==> config.mk <==
export PLATFORM = sky130hd
export DESIGN_NAME = pnl_dispatch
export DESIGN_NICKNAME = d
export VERILOG_FILES = /design/src/rtl/pd_pkg.sv /design/src/rtl/pd_slot_demux.sv /design/src/rtl/pd_lane_inject.sv /design/src/rtl/pd_sat_acc.sv /design/src/rtl/pnl_dispatch.sv
export SDC_FILE = /design/constraint.sdc
export NUM_CORES = 1
export LEC_CHECK = 0
export BUFFER_PORTS_ARGS = -buffer_cell sky130_fd_sc_hd__buf_2
export CAP_MARGIN = 20
export CORE_AREA = 2 2 450 452
export CTS_BUF_LIST = sky130_fd_sc_hd__clkbuf_2
export DETAILED_ROUTE_END_ITERATION = 12
export DIE_AREA = 0 0 452 454
export PLACE_DENSITY_LB_ADDON = 0.25
export RECOVER_POWER = 100
export SLEW_MARGIN = 20
export SYNTH_ARGS = -nofsm -noshare
export SYNTH_HDL_FRONTEND = slang
export SYNTH_SLANG_ARGS = --single-unit
==> constraint.sdc <==
create_clock -name clk -period 8.3 [get_ports clk]
set_input_delay 0.415 -clock clk [delete_from_list [all_inputs] [get_ports clk]]
set_output_delay 0.415 -clock clk [all_outputs]
set_load 0.02 [all_outputs]
==> src/rtl/pd_pkg.sv <==
package pd_pkg;
  // number of stages in one full fabric copy: smallest s with b**s >= n
  function automatic int copy_depth(int ports, int radix);
    int s;
    int v;
    s = 0;
    v = 1;
    while (v < ports) begin
      v = v * radix;
      s = s + 1;
    end
    return (s < 1) ? 1 : s;
  endfunction

  // cyclic successor of a panel index
  function automatic int next_panel(int p, int panels);
    return (p + 1 >= panels) ? 0 : p + 1;
  endfunction

  // cyclic predecessor of a panel index
  function automatic int prev_panel(int p, int panels);
    return (p == 0) ? panels - 1 : p - 1;
  endfunction
endpackage

==> src/rtl/pd_slot_demux.sv <==
module pd_slot_demux #(
  parameter int Y  = 4,
  parameter int N  = 8,
  parameter int W  = 8,
  parameter int PW = 2
) (
  input  logic             clk,
  input  logic             rst_n,
  input  logic [N-1:0]     cell_vld,
  input  logic [N*W-1:0]   cell_data,
  output logic [PW-1:0]    slot_o,
  output logic [Y*N-1:0]   out_vld,
  output logic [Y*N*W-1:0] out_data
);
  logic [PW-1:0] slot_q;
  logic [Y-1:0]  panel_any;

  always_ff @(posedge clk) begin
    if (!rst_n) slot_q <= '0;
    else        slot_q <= PW'(pd_pkg::next_panel(int'(slot_q), Y));
  end

  assign slot_o = slot_q;

  for (genvar p = 0; p < Y; p++) begin : g_pnl
    logic hit;
    assign hit = (int'(slot_q) == p);
    assign out_vld[p*N +: N]      = hit ? cell_vld  : '0;
    assign out_data[p*N*W +: N*W] = hit ? cell_data : '0;
    assign panel_any[p]           = |out_vld[p*N +: N];
  end


  slot_range_chk: assert property (@(posedge clk) disable iff (!rst_n)
    int'(slot_q) < Y);

  slot_step_chk: assert property (@(posedge clk) disable iff (!rst_n)
    rst_n && $past(rst_n) && (int'($past(slot_q)) != Y-1) |-> (slot_q == $past(slot_q) + PW'(1)));

  one_panel_chk: assert property (@(posedge clk) disable iff (!rst_n)
    $onehot0(panel_any));
endmodule

==> src/rtl/pd_lane_inject.sv <==
module pd_lane_inject #(
  parameter int NC    = 3,
  parameter int SW    = 3,
  parameter int FIRST = 4,
  parameter int W     = 8,
  localparam int IW   = (NC > 1) ? $clog2(NC) : 1
) (
  input  logic          clk,
  input  logic          rst_n,
  input  logic          rc_vld,
  input  logic [W-1:0]  rc_data,
  input  logic [NC-1:0] busy,
  output logic          inj_vld,
  output logic [SW-1:0] inj_stage,
  output logic [W-1:0]  inj_data,
  output logic          drop_ev
);
  logic          found;
  logic [IW-1:0] off;

  always_comb begin
    found = 1'b0;
    off   = '0;
    for (int k = NC - 1; k >= 0; k--) begin
      if (!busy[k]) begin
        found = 1'b1;
        off   = IW'(k);
      end
    end
  end

  assign inj_vld   = rc_vld & found;
  assign drop_ev   = rc_vld & ~found;
  assign inj_stage = inj_vld ? (SW'(FIRST) + SW'(off)) : '0;
  assign inj_data  = inj_vld ? rc_data : '0;

  // the point actually used, restated from the reported stage
  logic [SW-1:0] used_off;
  assign used_off = inj_stage - SW'(FIRST);


  no_busy_inject_chk: assert property (@(posedge clk) disable iff (!rst_n)
    inj_vld |-> !busy[used_off]);

  drop_all_busy_chk: assert property (@(posedge clk) disable iff (!rst_n)
    drop_ev |-> (&busy && !inj_vld));

  idle_lane_chk: assert property (@(posedge clk) disable iff (!rst_n)
    !rc_vld |-> (!inj_vld && !drop_ev));
endmodule

==> src/rtl/pd_sat_acc.sv <==
module pd_sat_acc #(
  parameter int K  = 8,
  parameter int CW = 8,
  localparam int KW = $clog2(K + 1)
) (
  input  logic          clk,
  input  logic          rst_n,
  input  logic [K-1:0]  inc,
  output logic [CW-1:0] cnt
);
  logic [KW-1:0] hits;
  logic [CW:0]   sum;

  always_comb begin
    hits = '0;
    for (int i = 0; i < K; i++) hits = hits + KW'(inc[i]);
  end

  assign sum = {1'b0, cnt} + (CW+1)'(hits);

  always_ff @(posedge clk) begin
    if (!rst_n)      cnt <= '0;
    else if (sum[CW]) cnt <= '1;
    else             cnt <= sum[CW-1:0];
  end


  no_wrap_chk: assert property (@(posedge clk) disable iff (!rst_n)
    $past(rst_n) |-> cnt >= $past(cnt));

  idle_hold_chk: assert property (@(posedge clk) disable iff (!rst_n)
    $past(rst_n) && $past(inc) == '0 |-> $stable(cnt));
endmodule

==> src/rtl/pnl_dispatch.sv <==
module pnl_dispatch #(
  parameter int Y  = 4,
  parameter int N  = 8,
  parameter int B  = 2,
  parameter int X  = 6,
  parameter int W  = 8,
  parameter int DW = 6,
  parameter int RW = 8,
  localparam int NC    = pd_pkg::copy_depth(N, B),
  localparam int FIRST = X - NC + 1,
  localparam int SW    = $clog2(X + 1),
  localparam int PW    = (Y > 1) ? $clog2(Y) : 1
) (
  input  logic               clk,
  input  logic               rst_n,
  input  logic [N-1:0]       cell_vld,
  input  logic [N*W-1:0]     cell_data,
  output logic [PW-1:0]      panel_sel,
  output logic [Y*N-1:0]     pnl_vld,
  output logic [Y*N*W-1:0]   pnl_data,
  input  logic [Y*N-1:0]     rc_vld,
  input  logic [Y*N*W-1:0]   rc_data,
  input  logic [Y*N*NC-1:0]  slot_busy,
  output logic [Y*N-1:0]     inj_vld,
  output logic [Y*N*SW-1:0]  inj_stage,
  output logic [Y*N*W-1:0]   inj_data,
  output logic [DW-1:0]      drop_cnt,
  output logic [Y*RW-1:0]    inj_cnt
);
  logic [Y*N-1:0] drop_ev;

  pd_slot_demux #(.Y(Y), .N(N), .W(W), .PW(PW)) u_demux (
    .clk(clk), .rst_n(rst_n), .cell_vld(cell_vld), .cell_data(cell_data),
    .slot_o(panel_sel), .out_vld(pnl_vld), .out_data(pnl_data)
  );

  for (genvar j = 0; j < Y; j++) begin : g_dst
    localparam int SRC = pd_pkg::prev_panel(j, Y);
    for (genvar q = 0; q < N; q++) begin : g_lane
      localparam int L  = j*N + q;
      localparam int SL = SRC*N + q;
      pd_lane_inject #(.NC(NC), .SW(SW), .FIRST(FIRST), .W(W)) u_lane (
        .clk(clk), .rst_n(rst_n),
        .rc_vld(rc_vld[SL]), .rc_data(rc_data[SL*W +: W]),
        .busy(slot_busy[L*NC +: NC]),
        .inj_vld(inj_vld[L]), .inj_stage(inj_stage[L*SW +: SW]),
        .inj_data(inj_data[L*W +: W]), .drop_ev(drop_ev[L])
      );
    end
    pd_sat_acc #(.K(N), .CW(RW)) u_inj_acc (
      .clk(clk), .rst_n(rst_n), .inc(inj_vld[j*N +: N]), .cnt(inj_cnt[j*RW +: RW])
    );
  end

  pd_sat_acc #(.K(Y*N), .CW(DW)) u_drop_acc (
    .clk(clk), .rst_n(rst_n), .inc(drop_ev), .cnt(drop_cnt)
  );


  reset_state_chk: assert property (@(posedge clk)
    !rst_n |=> (panel_sel == '0 && drop_cnt == '0 && inj_cnt == '0));

  serve_or_drop_chk: assert property (@(posedge clk) disable iff (!rst_n)
    $countones(inj_vld) + $countones(drop_ev) == $countones(rc_vld));
endmodule

After elaboration in Yosys (flattened, before gate mapping)
Cells that the tools add are included.
{"block": "op_classes", "n_mux": 269, "n_reduce_logical": 2, "order_cmp": 1, "bitwise_logic": 97, "addsub": 97, "eq_ne": 3}
{"op": "two-way mux 8 bit", "count": 40}
{"op": "two-way mux 64 bit", "count": 4}
{"op": "two-way mux 2 bit", "count": 96}
{"op": "adder 6 x 1 -> 6 bit", "count": 30}
{"op": "adder 3 x 2 -> 3 bit (first input constant)", "count": 32}
{"op": "adder 4 x 1 -> 4 bit", "count": 24}
{"op": "two-way mux 1 bit", "count": 96}
{"op": "two-way mux 3 bit", "count": 32}
{"op": "AND 1 bit", "count": 64}
{"op": "adder 8 x 4 -> 9 bit", "count": 4}
{"op": "NOT 1 bit", "count": 33}
{"op": ">= comparator 32 x 4 -> 1 bit (second input constant)", "count": 1}
{"op": "adder 1 x 1 -> 2 bit", "count": 5}
{"op": "adder 6 x 6 -> 7 bit", "count": 1}
{"op": "two-way mux 6 bit", "count": 1}
{"op": "== test 2 bit (second input constant)", "count": 2}
{"op": "adder 2 x 1 -> 3 bit (second input constant)", "count": 1}
{"op": "== test 2 x 1 -> 1 bit (second input constant)", "count": 1}
{"op": "logical NOT 2 bit", "count": 1}
{"op": "OR reduction 2 bit", "count": 1}
{"block": "word_totals", "input_bits": 458, "elab_cells": 475, "reg_bits": 40, "out_inout_bits": 712}

Longest topological paths before layout
Gate-level depths: netlist (run 1).
{"block": "logic_depth", "depth_word": 38, "ltp_mapped": 22, "mapped_depth_nobuf": 22}

Hierarchy
Synthesis (run 1) repeated with hierarchy kept, for this count alone.
{"block": "hier_totals", "hier_cells": 1208, "area_unflattened_um2": 9227.6}
{"mod": "pd_lane_inject", "instances": 32, "cells_per_inst": 16, "area_each_um2": 105.1}
{"mod": "pd_slot_demux", "instances": 1, "cells_per_inst": 327, "area_each_um2": 2182.1}
{"mod": "pd_sat_acc at g_dst[0].u_inj_acc ...", "instances": 3, "cells_per_inst": 64, "area_each_um2": 633.1}
{"mod": "pd_sat_acc at u_drop_acc", "instances": 1, "cells_per_inst": 112, "area_each_um2": 1169.9}
{"mod": "pd_sat_acc at g_dst[3].u_inj_acc", "instances": 1, "cells_per_inst": 65, "area_each_um2": 613.1}

Worst setup path after synthesis (run 1)
OpenSTA, ideal clock, no wires.
{"block": "synth_path", "path_kind": "input to register", "startpoint": "input rc_vld[25]", "endpoint": "register u_drop_acc.cnt[2]", "cell_stages": 22, "slack_ns": 2.065, "n_path_buf": 0, "arrival_time_ns": 6.116, "setup_ns": 0.120, "cell_sequence": "nand2_1 nor2_1 ha_1 inv_1 fa_1 fa_1 fa_1 fa_1 fa_1 inv_1 fa_1 inv_1 fa_1 fa_1 o21ai_0 a21oi_1 xnor2_1 ha_1 inv_1 a211oi_1 o21a_1 o31a_1"}
{"block": "synth_via", "elab_chain_len": 34}
{"element": "start: declaration", "line": "pnl_dispatch.sv:21", "text": "input logic [Y*N-1:0] rc_vld,"}
{"element": "AND 1 bit", "line": "pd_lane_inject.sv:33", "text": "assign drop_ev = rc_vld & ~found;"}
{"element": "adder 1 x 1 -> 2 bit", "line": "pd_sat_acc.sv:16", "text": "for (int i = 0; i < K; i++) hits = hits + KW'(inc[i]);"}
{"element": "adder 6 x 1 -> 6 bit (30 in series)", "line": "pd_sat_acc.sv:16"}
{"element": "adder 6 x 6 -> 7 bit", "line": "pd_sat_acc.sv:19", "text": "assign sum = {1'b0, cnt} + (CW+1)'(hits);"}
{"element": "two-way mux 6 bit", "line": "pd_sat_acc.sv:23", "text": "else if (sum[CW]) cnt <= '1;"}
{"element": "end signal: assignment", "line": "pd_sat_acc.sv:24", "text": "else cnt <= sum[CW-1:0];"}
{"element": "end: declaration", "line": "pd_sat_acc.sv:9", "text": "output logic [CW-1:0] cnt"}
Every way passes these cells.
A chain may end at the register's enable or synchronous reset.

Worst setup path after layout (run 1)
{"block": "layout_path", "startpoint": "input slot_busy[61]", "endpoint": "register u_drop_acc.cnt[2]"}
{"block": "layout_via", "elab_chain_len": 18}
{"element": "start: declaration", "line": "pnl_dispatch.sv:23", "text": "input logic [Y*N*NC-1:0] slot_busy,"}
{"element": "two-way mux 1 bit (2 in series)", "line": "pd_lane_inject.sv:25", "text": "if (!busy[k]) begin"}
{"element": "NOT 1 bit", "line": "pd_lane_inject.sv:33"}
{"element": "AND 1 bit", "line": "pd_lane_inject.sv:33"}
{"element": "adder 6 x 1 -> 6 bit (12 in series)", "line": "pd_sat_acc.sv:16"}
{"element": "adder 6 x 6 -> 7 bit", "line": "pd_sat_acc.sv:19"}
{"element": "two-way mux 6 bit", "line": "pd_sat_acc.sv:23"}
Every way passes these cells.

==> results of run 1 <==
[synthesized netlist by cell type (all sizes together) (3+ instances only)]
library cell and instances:
and2 547, nor3b 37, o21bai 5, xor2 5, a211o 3, o31a 4, nor2b 9, mux2i 4
a21o 11, nand2 49, a211oi 9, nand3b 3, nand3 5, ha 46, nor4 3, dfxtp 40
a21oi 14, nand4 18, and3 3, inv 111, o32ai 3, nor2 53, clkbuf 34, buf 67
and4 4, fa 45, a311oi 4, a31oi 37, o21a 20, xnor2 8, o21ai 9, nor3 8
[logic make-up (layout without fill, tap and decap cells)]
kind of cell             count (synthesis)  after routing
AO/OA/AOI/OAI                          126            126
buffers and inverters                  212           1321
flip-flops                              40             40
XOR/XNOR                                13             13
adder cells (fa/ha/maj)                 91             91
other                                    0             49
AND/OR/NAND/NOR                        741            741
multiplexers                             4              4
[how the worst max path moves through the flow]
stage                         to  slack (ns)  cells past startpoint
3_5_place_dp   u_drop_acc.cnt[2]        1.50                     22
4_1_cts        u_drop_acc.cnt[2]        2.41                     22
2_1_floorplan  u_drop_acc.cnt[2]        2.06                     22
5_1_grt        u_drop_acc.cnt[2]        2.06                     22
3_3_place_gp   u_drop_acc.cnt[3]        1.47                     22
6_report       u_drop_acc.cnt[2]        2.30                     22
[routing by layer]
metal	up-vias	routed length [um]	GRT usage	part of all wire
met5	-	706	0	0.0063
met4	88	2370	0.0237	0.021
met3	181	12300	0.0442	0.11
met2	756	56700	0.186	0.50
met1	6097	40400	0.110	0.36
li1	6151	-	-	-
[power by group through the flow]
| stage | combinational, mW | clock (mW) | sequential, mW |
|---|---|---|---|
| after floorplan | 0.925 | 0 | 0.342 |
| after global placement | 1.75 | 0 | 0.299 |
| after detailed placement | 1.75 | 0 | 0.298 |
| after CTS | 1.76 | 0.180 | 0.294 |
| after global routing | 1.81 | 0.180 | 0.303 |
| final | 1.64 | 0.156 | 0.292 |
[area by class of cell]
class	count	area, um^2	share of cell area
multi-input combinational	975	6990	0.405
timing repair buffer	1202	5530	0.320
tap	2672	3340	0.194
sequential	40	801	0.0464
inverter	111	417	0.0241
antenna	49	123	0.00710
clock inverter	3	46.3	0.00268
clock buffer	5	25.0	0.00145
[worst min-delay path, cell delays in order]
cell and delay, ns:
buf_2 0.10, buf_4 0.24, o21a_1 0.16
[state kept, by name (all words and copies together), names as in the netlist]
signal / count
u_demux.slot_o: 2
g_dst.u_inj_acc.cnt: 32
u_drop_acc.cnt: 6
[stage by stage]
step           power (mW)  setup slack [ns]
3_5_place_dp         2.05              1.50
3_3_place_gp         2.05              1.47
5_1_grt              2.29              2.06
6_report             2.08              2.30
4_1_cts              2.23              2.41
2_1_floorplan        1.27              2.06
==> impl_results.md, run 1 <==
* Int Power at 845 uW
* Placed inst area at 17800 um^2
* DRC violations left at 0
* Hold_buf cts at 0
* WP data arrival at 6.60 ns
* Final period demand of the worst path at 6.00 ns
* GRT Overall Usage at 0.103
* Sequential share of the synthesized area at 0.0909
* Critical path required time at 8.91 ns
* Synthesized instance count at 1227
* Clk Latency, worst-skew pair at 0.61 ns
* Clock sink total at 40
* Syn avg cell area at 7.18 um^2
* PD cells at 121 nW/um^2
* Simple-gate share of the synthesized area at 0.504
* Layout Area Growth over Synthesis at 95.9%
* Maximum root-to-sink buffer count at 2
* Hold worst-path end: g_dst[3].u_inj_acc.cnt[2]
* RSZ-0062 raised after global routing: no
* WP buf/inv at 6
* Die W at 452 um
* Total CTS buffers at 5
* Crit share post-route at 0.722
* Drt first pass iters at 4
* Maximum VDD drop at 0.0540 mV
* Fraction of synthesis flops using an asynchronous set or reset pin at 0
* Root Buffer: clkbuf_2
* Placed Cells at 5000
* Leakage at 7.63 nW
* Hold path startpoint: rst_n
* CP endpoint kind: register
* Finished Layout Cells at 5057
* Flop2flop setup slack at 6.25 ns
* NetSw at 1.24 mW
* Crit path max fanout at 4
* CTS clock-pin slew for the worst setup and hold paths at 0.33 ns
* Max-Cap Viols at 8
* Chip Height at 454 um
* Status: finished with violations
* Final hold slack at 0.319 ns
* Worst relative slew slack at -0.980
* Comb power frac at 0.785
* CP max stage cell: fa_1
* Cell row count at 165
* Setup tns final at 0 ns
* Min-Delay Path Class: input pin to register
* Ports at 1170
* Initial Utilization at 0.0439
* Synth Area in XOR/XNOR at 0.0129
* # H-tree levels at 2
* CP startpoint kind: input pin
* CTS tree: done
* Synth warnings at 0
* Post-DR wirelength/cell at 22.2 um
* Area share of the largest cell type after synthesis at 0.388
* Post-layout util at 0.0860
* IO buf count at 1169
* Reg2reg start: g_dst[0].u_inj_acc.cnt[0]
* CP top delay family: adder cells
* FILL cells at 24000
* Core area at 201000 um^2
* Layout cells sized above 1 at 0.353
* EDFF count, synth at 0
* Largest net degree at the start of global routing at 73
* Synth Area in Compound Gates at 0.102
* Flops & latches, synth at 40
* Max Freq at 0.167 GHz
* Most used cell, CP: fa_1
* Post-CTS sizing at 0
* CP peak stage delay at 0.74 ns
* Routed Antenna Nets at 0
* Grt ovf at 0
* Commonest cells after routing, fill and taps aside: buf_2, clkbuf_1, and2_0
* Final number of max-transition violations at 299
* RD Place Congestion at 0.961
* Hold Fails Final Rpt at 0
* Initial antenna violation count at 122
* Die ar. at 205000 um^2
* Post-Synth Adder-Cell Area at 0.168
* Via Count at 13300
* Reg2Reg Depth at 6
* Crit path launch: slot_busy[61]
* Syn Nets at 1776
* Fin area at 17300 um^2
* Setup CP Type: input pin to register
* Largest family of logic cells by synthesized area: simple AND/OR/NAND/NOR gates
* Hpwl dp at 105000 um
* Post-synth top area cell: and2_1
* Post-synth top flop: dfxtp_1
* Reg2reg end: g_dst[0].u_inj_acc.cnt[3]
* Tightest Pin Transition at 2.97 ns
* Post-Syn Area at 8810 um^2
* Largest cells by area after synthesis: and2_1, fa_1, dfxtp_1
* First-pass GRT wire length at 136000 um
* Library cells used by synthesis at 47
* Post-synthesis mux area share at 0.00454
* Violated checks: capacitance limit, slew limit
* Vias per cell at 2.62
* Switching share of power at 0.595
* Post-CTS setup buffers at 0
* Register share of total power at 0.140
* WL final at 112000 um
* Final setup viols at 0
* Number of global-route vias before repair at 12200
* Hold depth at 3
* CP Cell Sequence: clkbuf_1 -> nand4_1 -> fa_1 -> fa_1 -> inv_1 -> fa_1 -> inv_1 -> fa_1 -> fa_1 -> inv_1 -> fa_1 -> inv_1 -> fa_1 -> fa_1 -> o21ai_0 -> a21oi_1 -> xnor2_1 -> ha_1 -> inv_1 -> a211oi_1 -> o21a_1 -> o31a_1
* Clock network power share at 0.075
* Layout Nets at 2884
* Commonest non-fill, non-tap cell in the layout: buf_2
* Starting DRC count in detailed routing at 638
* Clk_skew at 0.0219 ns
Note: power is estimated with default switching activity, not from simulation.
==> inputs of run 2 (changes only) <==
CORE_AREA = 2 2 458 460   (was 2 2 450 452)
DIE_AREA = 0 0 460 462   (was 0 0 452 454)
clock period = 5.1 ns   (was 8.3 ns; I/O delays follow)
==> impl_results.md, run 2 (same netlist as run 1, synthesis figures left out) <==
* Status: finished with violations (unchanged)
* Violated checks: setup timing (was capacitance limit, slew limit)
* # H-tree levels at 2 (unchanged)
* Hold Fails Final Rpt at 0 (unchanged)
* Vias per cell at 2.64 (was 2.62)
* Drt first pass iters at 6 (was 4)
* Final number of max-transition violations at 0 (was 299)
* Tightest Pin Transition at 1.16 ns (was 2.97 ns)
* Int Power at 1.50 mW (was 845 uW)
* PnR worst setup slack at -0.378 ns (was 2.30 ns)
* Die ar. at 213000 um^2 (was 205000 um^2)
* PD cells at 184 nW/um^2 (was 121 nW/um^2)
* CP Cell Sequence: buf_6 -> nand4_1 -> fa_1 -> fa_2 -> buf_12 -> inv_4 -> fa_1 -> inv_2 -> fa_1 -> fa_1 -> inv_2 -> fa_1 -> inv_2 -> fa_2 -> fa_2 -> buf_4 -> xnor2_4 -> ha_4 -> nor2_1 -> a211oi_2 -> o21a_1 -> o31a_1 (was clkbuf_1 -> nand4_1 -> fa_1 -> fa_1 -> inv_1 -> fa_1 -> inv_1 -> fa_1 -> fa_1 -> inv_1 -> fa_1 -> inv_1 -> fa_1 -> fa_1 -> o21ai_0 -> a21oi_1 -> xnor2_1 -> ha_1 -> inv_1 -> a211oi_1 -> o21a_1 -> o31a_1)
* Total power at 3.44 mW (was 2.08 mW)
* GRT Overall Usage at 0.0976 (was 0.103)
* Worst relative slew slack at 0.228 (was -0.980)
* NetSw at 1.94 mW (was 1.24 mW)
* Commonest cells after routing, fill and taps aside: buf_2, and2_1, clkbuf_1 (was buf_2, clkbuf_1, and2_0)
* Clock sink total at 40 (unchanged)
* Clk_skew at 0.0173 ns (was 0.0219 ns)
* Clk Latency, worst-skew pair at 0.52 ns (was 0.61 ns)
* Grt ovf at 0 (unchanged)
* Core area at 208000 um^2 (was 201000 um^2)
* Layout Area Growth over Synthesis at 112% (was 95.9%)
* Switching share of power at 0.563 (was 0.595)
* Number of global-route vias before repair at 12300 (was 12200)
* Placed inst area at 18600 um^2 (was 17800 um^2)
* Most used cell, CP: fa_1 (unchanged)
* Final setup viols at 6 (was 0)
* First-pass GRT wire length at 133000 um (was 136000 um)
* Finished Layout Cells at 5187 (was 5057)
* CP endpoint kind: register (unchanged)
* CP startpoint kind: input pin (unchanged)
* Most flops, register: g_dst.u_inj_acc.cnt (unchanged)
* Maximum root-to-sink buffer count at 2 (unchanged)
* Max Freq at 0.183 GHz
* Maximum VDD drop at 0.0867 mV (was 0.0540 mV)
* Crit share post-route at 1.07
* CTS tree: done (unchanged)
* Critical path required time at 5.56 ns (was 8.91 ns)
* Min-Delay Path Class: input pin to register (unchanged)
* Fin area at 18700 um^2 (was 17300 um^2)
* Crit path max fanout at 4 (unchanged)
* RD Place Congestion at 0.870 (was 0.961)
* CTS clock-pin slew for the worst setup and hold paths at 0.25 ns (was 0.33 ns)
* WL final at 111000 um (was 112000 um)
* Register share of total power at 0.136 (was 0.140)
* Hold_buf cts at 0 (unchanged)
* Hpwl dp at 104000 um (was 105000 um)
* IO buf count at 1169 (unchanged)
* Final period demand of the worst path at 5.48 ns
* WP data arrival at 5.94 ns (was 6.60 ns)
* Die W at 460 um (was 452 um)
* Starting DRC count in detailed routing at 613 (was 638)
* Largest net degree at the start of global routing at 73 (unchanged)
* Post-DR wirelength/cell at 21.3 um (was 22.2 um)
* Initial Utilization at 0.0423 (was 0.0439)
* Leakage at 9.46 nW (was 7.63 nW)
* Ports at 1170 (unchanged)
* CP max stage cell: fa_2 (was fa_1)
* Commonest non-fill, non-tap cell in the layout: buf_2 (unchanged)
* RSZ-0062 raised after global routing: yes (was no)
* Number of flip-flops in the largest register at 32 (unchanged)
* Clock network power share at 0.049 (was 0.075)
* Initial antenna violation count at 128 (was 122)
* Root Buffer: clkbuf_2 (unchanged)
* Layout cells sized above 1 at 0.504 (was 0.353)
* DRC violations left at 0 (unchanged)
* Max-Cap Viols at 0 (was 8)
* CP peak stage delay at 0.64 ns (was 0.74 ns)
* Via Count at 13700 (was 13300)
* Placed Cells at 5149 (was 5000)
* Cell row count at 168 (was 165)
* Routed Antenna Nets at 0 (unchanged)
* Layout Nets at 2987 (was 2884)
* Comb power frac at 0.815 (was 0.785)
* Total CTS buffers at 5 (unchanged)
* Setup CP Type: input pin to register (unchanged)
* Chip Height at 462 um (was 454 um)
## run 2: changes by cell type in the layout (fill, tap and decap cells not counted), moves of 7 or more
cell	delta
and2_1	+273
clkbuf_1	-271
buf_2	+250
a31oi_1	-7
and2_0	-273
diode_2	-20
a31oi_2	+7
buf_4	+109
buf_6	+11
## run 2: final timing paths
| kind | start | to | slack [ns] | cells after the start |
|---|---|---|---|---|
| worst max-delay path | rc_vld[12] | u_drop_acc.cnt[1] | -0.38 | 22 |
| worst min-delay path | rst_n | u_drop_acc.cnt[5] | 0.35 | 3 |
| worst min register to register | u_demux.slot_o[0] | u_demux.slot_o[0] | 0.55 | 1 |
| worst max register to register | g_dst[0].u_inj_acc.cnt[0] | g_dst[0].u_inj_acc.cnt[7] | 3.08 | 6 |
## run 2: final cells by class
cell class | instances | area, um^2
fillers | 24500 | 189000
inverters | 111 | 419
diodes | 29 | 72.6
multi-input cells | 975 | 7160
well taps | 2720 | 3400
clock inverters | 2 | 12.5
repair buffers | 1305 | 6780
flip-flops and latches | 40 | 801
clock buffers | 5 | 25.0
## run 2: metrics by stage
step | hold slack (ns) | TNS (ns) | util | setup slack [ns]
floorplan | 0.529 | -2.82 | - | -0.501
global placement | 0.524 | -7.10 | 0.0894 | -1.21
detailed placement | 0.539 | -7.08 | 0.0895 | -1.20
CTS | 0.241 | -1.45 | 0.0900 | -0.264
global route | 0.297 | -2.61 | 0.0895 | -0.482
finish | 0.346 | -2.02 | 0.0897 | -0.378
## run 2: what timing repair did
action / CTS / global route
pin swaps: 18 / 6
endpoints found under the setup margin: 6 / 6
setup buffers: 2 / 0
hold endpoints to repair: 0 / 0
gates resized for setup: 12 / 18
## run 2: layer usage
layer / track usage / routed length (um) / up-vias
li1: - / - / 6325
met1: 0.0930 / 36000 / 6177
met2: 0.176 / 54800 / 894
met3: 0.0614 / 16800 / 209
met4: 0.0213 / 2430 / 112
met5: 0 / 749 / -
## run 2: worst max-delay path, delay by kind of cell
family | cells | cell delay [ns]
adders and majority gates | 9 | 4.06
and+or+nand+nor | 2 | 0.30
AOI/OAI and AO/OA | 3 | 0.61
xor gates and xnor gates | 1 | 0.14
buffers and inverters | 7 | 0.53
## run 2: power groups by stage
| stage | sequential, mW | combinational (mW) | clock [mW] |
|---|---|---|---|
| floorplan | 0.556 | 1.51 | 0 |
| global placement | 0.474 | 2.85 | 0 |
| detailed placement | 0.476 | 2.84 | 0 |
| CTS | 0.469 | 2.89 | 0.203 |
| global route | 0.481 | 3.07 | 0.202 |
| finish | 0.468 | 2.81 | 0.170 |
==> inputs of run 3 (changes only) <==
ABC_AREA = 1   (was not set)
CORE_AREA = 2 2 457 459   (was 2 2 458 460)
DIE_AREA = 0 0 459 461   (was 0 0 460 462)
==> impl_results.md, run 3 <==
* Chip Height at 461 um (was 462 um)
* Ports at 1170 (unchanged)
* Most flops, register: g_dst.u_inj_acc.cnt (unchanged)
* Hold Fails Final Rpt at 0 (unchanged)
* Starting DRC count in detailed routing at 819 (was 613)
* # H-tree levels at 2 (unchanged)
* Flops & latches, synth at 40 (unchanged)
* WL final at 107000 um (was 111000 um)
* Crit share post-route at 1.03 (was 1.07)
* First-pass GRT wire length at 134000 um (was 133000 um)
* Placed Cells at 5760 (was 5149)
* Worst relative slew slack at -0.704 (was 0.228)
* PnR worst setup slack at -0.160 ns (was -0.378 ns)
* Met3 GRT Util at 0.0352 (was 0.0614)
* Number of global-route vias before repair at 14400 (was 12300)
* Area share of the largest cell type after synthesis at 0.262 (was 0.388)
* Syn avg cell area at 5.14 um^2 (was 7.18 um^2)
* Layout cells sized above 1 at 0.207 (was 0.504)
* Final hold slack at 0.531 ns (was 0.346 ns)
* Fraction of synthesis flops using an asynchronous set or reset pin at 0 (unchanged)
* Commonest cells after routing, fill and taps aside: clkbuf_1, inv_1, buf_2 (was buf_2, and2_1, clkbuf_1)
* CTS clock-pin slew for the worst setup and hold paths at 0.31 ns (was 0.25 ns)
* Die ar. at 212000 um^2 (was 213000 um^2)
* Tightest Pin Transition at 2.56 ns (was 1.16 ns)
* Top-count cell post-synth: inv_1 (was and2_1)
* Status: finished with violations (unchanged)
* Vias per cell at 2.68 (was 2.64)
* CTS tree: done (unchanged)
* FILL cells at 25000 (was 24500)
* Maximum root-to-sink buffer count at 2 (unchanged)
* Clk_skew at 0.0153 ns (was 0.0173 ns)
* Reg2reg end: u_drop_acc.cnt[4] (was g_dst[0].u_inj_acc.cnt[7])
* IO buf count at 1169 (unchanged)
* Total CTS buffers at 5 (unchanged)
* Critical path required time at 5.62 ns (was 5.56 ns)
* Post-Syn Area at 9600 um^2 (was 8810 um^2)
* Routed Antenna Nets at 0 (unchanged)
* Commonest non-fill, non-tap cell in the layout: clkbuf_1 (was buf_2)
* Reg2reg start: u_drop_acc.cnt[0] (was g_dst[0].u_inj_acc.cnt[0])
* Synthesized instance count at 1869 (was 1227)
* Multi-input gate area at 5770 um^2 (was 7160 um^2)
* Via Count at 15600 (was 13700)
* Grt ovf at 0 (unchanged)
* Max Freq at 0.190 GHz (was 0.183 GHz)
* Post-synth top area cell: inv_1 (was and2_1)
* Initial Utilization at 0.0465 (was 0.0423)
* Leakage at 10.8 nW (was 9.46 nW)
* Drt first pass iters at 5 (was 6)
* Crit path max fanout at 5 (was 4)
* Finished Layout Cells at 5798 (was 5187)
* Hold worst-path end: u_demux.slot_o[0] (was u_drop_acc.cnt[5])
* CP endpoint kind: register (unchanged)
* Grt met1 use at 0.0970 (was 0.0930)
* Min-Delay Path Class: register to register (was input pin to register)
* Die W at 459 um (was 460 um)
* RSZ-0062 raised after global routing: yes (unchanged)
* Setup tns final at -0.826 ns (was -2.02 ns)
* Syn Nets at 2418 (was 1776)
* Root Buffer: clkbuf_2 (unchanged)
* Met2 Use GR at 0.178 (was 0.176)
* Largest net degree at the start of global routing at 55 (was 73)
* Setup CP Type: input pin to register (unchanged)
* Final number of max-transition violations at 54 (was 0)
* Flop2flop setup slack at 3.41 ns (was 3.08 ns)
* PD cells at 181 nW/um^2 (was 184 nW/um^2)
* Layout Area Growth over Synthesis at 93.3% (was 112%)
* Number of flip-flops in the largest register at 32 (unchanged)
* Initial antenna violation count at 81 (was 128)
* Core area at 206000 um^2 (was 208000 um^2)
* Violated checks: capacitance limit, slew limit, setup timing (was setup timing)
* Hold path startpoint: u_demux.slot_o[0] (was rst_n)
* Cell row count at 167 (was 168)
* RD Place Congestion at 0.890 (was 0.870)
* Post-synth top flop: dfxtp_1 (unchanged)
* Clk Latency, worst-skew pair at 0.60 ns (was 0.52 ns)
* Library cells used by synthesis at 26 (was 47)
* DRC violations left at 0 (unchanged)
* GR peak layer: met2 (unchanged)
* Clock sink total at 40 (unchanged)
* WP data arrival at 5.78 ns (was 5.94 ns)
* Max-Cap Viols at 1 (was 0)
* Storage element area at 801 um^2 (unchanged)
* Post-DR wirelength/cell at 18.5 um (was 21.3 um)
* GRT Overall Usage at 0.0946 (was 0.0976)
* CP startpoint kind: input pin (unchanged)
* Hpwl dp at 99500 um (was 104000 um)
* EDFF count, synth at 0 (unchanged)
* Layout Nets at 3614 (was 2987)
* Synth warnings at 0 (unchanged)
* Final period demand of the worst path at 5.26 ns (was 5.48 ns)
* Hold depth at 1 (was 3)
* Reg2Reg Depth at 7 (was 6)
* Synth cell count leaders: inv_1, nand2_1, nor2_1, buf_4, nand3_1 (was and2_1, inv_1, buf_4, nor2_1, nand2_1)
* Final setup viols at 6 (unchanged)
* Largest cells by area after synthesis: inv_1, nand2_1, nor2_1 (was and2_1, fa_1, dfxtp_1)
* Maximum VDD drop at 0.110 mV (was 0.0867 mV)
* Sequential share of the synthesized area at 0.0834 (was 0.0909)
## run 3: changes by cell type after synthesis, sizes merged, moves of 20 or more
| cell | previous run | this run |
|---|---|---|
| a21oi | 14 | 38 |
| a31oi | 37 | 1 |
| and2 | 547 | 0 |
| buf | 67 | 88 |
| clkbuf | 34 | 11 |
| inv | 111 | 670 |
| nand2 | 49 | 438 |
| nand3 | 5 | 54 |
| nor2 | 53 | 329 |
| o21a | 20 | 0 |
## run 3: what timing repair did
| action | in CTS | in global routing |
|---|---|---|
| pin swaps | 16 | 8 |
| resized for setup | 41 | 6 |
| hold buffers | 1 | 0 |
| setup endpoints to repair | 6 | 6 |
| buffers inserted | 1 | 1 |
| hold endpoints to repair | 6 | 0 |
## run 3: critical path, stage by stage
cell and delay (ns):
buf_2 0.10, nand4_1 0.11, fa_1 0.53, fa_1 0.62
inv_2 0.06, fa_1 0.55, inv_4 0.07, fa_1 0.50
fa_1 0.52, inv_2 0.04, fa_1 0.47, inv_1 0.05
fa_2 0.35, fa_2 0.38, o21ai_2 0.13, xor2_1 0.17
ha_1 0.28, nand2_2 0.11, inv_2 0.04, nand2_2 0.05
nand2_2 0.06, nor2_4 0.15, nand2_1 0.07, nor2_1 0.08
nor2_1 0.04
## run 3: kinds of logic (layout without fill, tap and decap cells)
| logic type | count (synthesis) | in the layout | share of synthesized area |
|---|---|---|---|
| compound gates | 48 | 48 | 0.0252 |
| simple gates | 901 | 901 | 0.391 |
| xor+xnor | 20 | 20 | 0.0183 |
| other cells | 0 | 28 | 0 |
| flops | 40 | 40 | 0.0834 |
| buf+inv | 769 | 1966 | 0.329 |
| fa+ha+maj | 91 | 91 | 0.154 |
## run 3: final cells by class
cell class,count,area share
repair buffers,1288,0.320
multi-input cells,1060,0.311
well taps,2704,0.182
inverters,670,0.136
flip-flops and latches,40,0.0432
diodes,28,0.00378
clock inverters,3,0.00256
clock buffers,5,0.00135
## run 3: through the flow
stage	total power, mW	area (um^2)	utilization	setup WS [ns]
detailed placement	3.25	19200	0.0929	-1.19
global route	3.70	18500	0.0898	-0.316
finish	3.36	18600	0.0899	-0.160
floorplan	2.01	9640	-	-0.391
CTS	3.55	19400	0.0940	-0.0373
global placement	3.26	19200	0.0929	-1.19
## run 3: power by group
group          switching [mW]  internal, mW  total [mW]  leakage, nW
registers              0.0619         0.385       0.446        0.328
logic                    1.81         0.854        2.67         10.4
clock network           0.159        0.0844       0.243       0.0433
## run 3: worst max-delay path by stage
stage | startpoint | endpoint | cells after the start
6_report | slot_busy[55] | u_drop_acc.cnt[5] | 25
5_1_grt | rc_vld[24] | u_drop_acc.cnt[5] | 27
4_1_cts | rc_vld[10] | u_drop_acc.cnt[0] | 25
3_5_place_dp | rc_vld[20] | u_drop_acc.cnt[0] | 26
3_3_place_gp | rc_vld[20] | u_drop_acc.cnt[0] | 26
2_1_floorplan | rc_vld[20] | u_drop_acc.cnt[0] | 24
## run 3: metal layers
| metal | share of wire | vias up |
|---|---|---|
| met1 | 0.35 | 6957 |
| met4 | 0.022 | 48 |
| met3 | 0.11 | 135 |
| li1 | - | 7544 |
| met5 | 0.0030 | - |
| met2 | 0.52 | 869 |
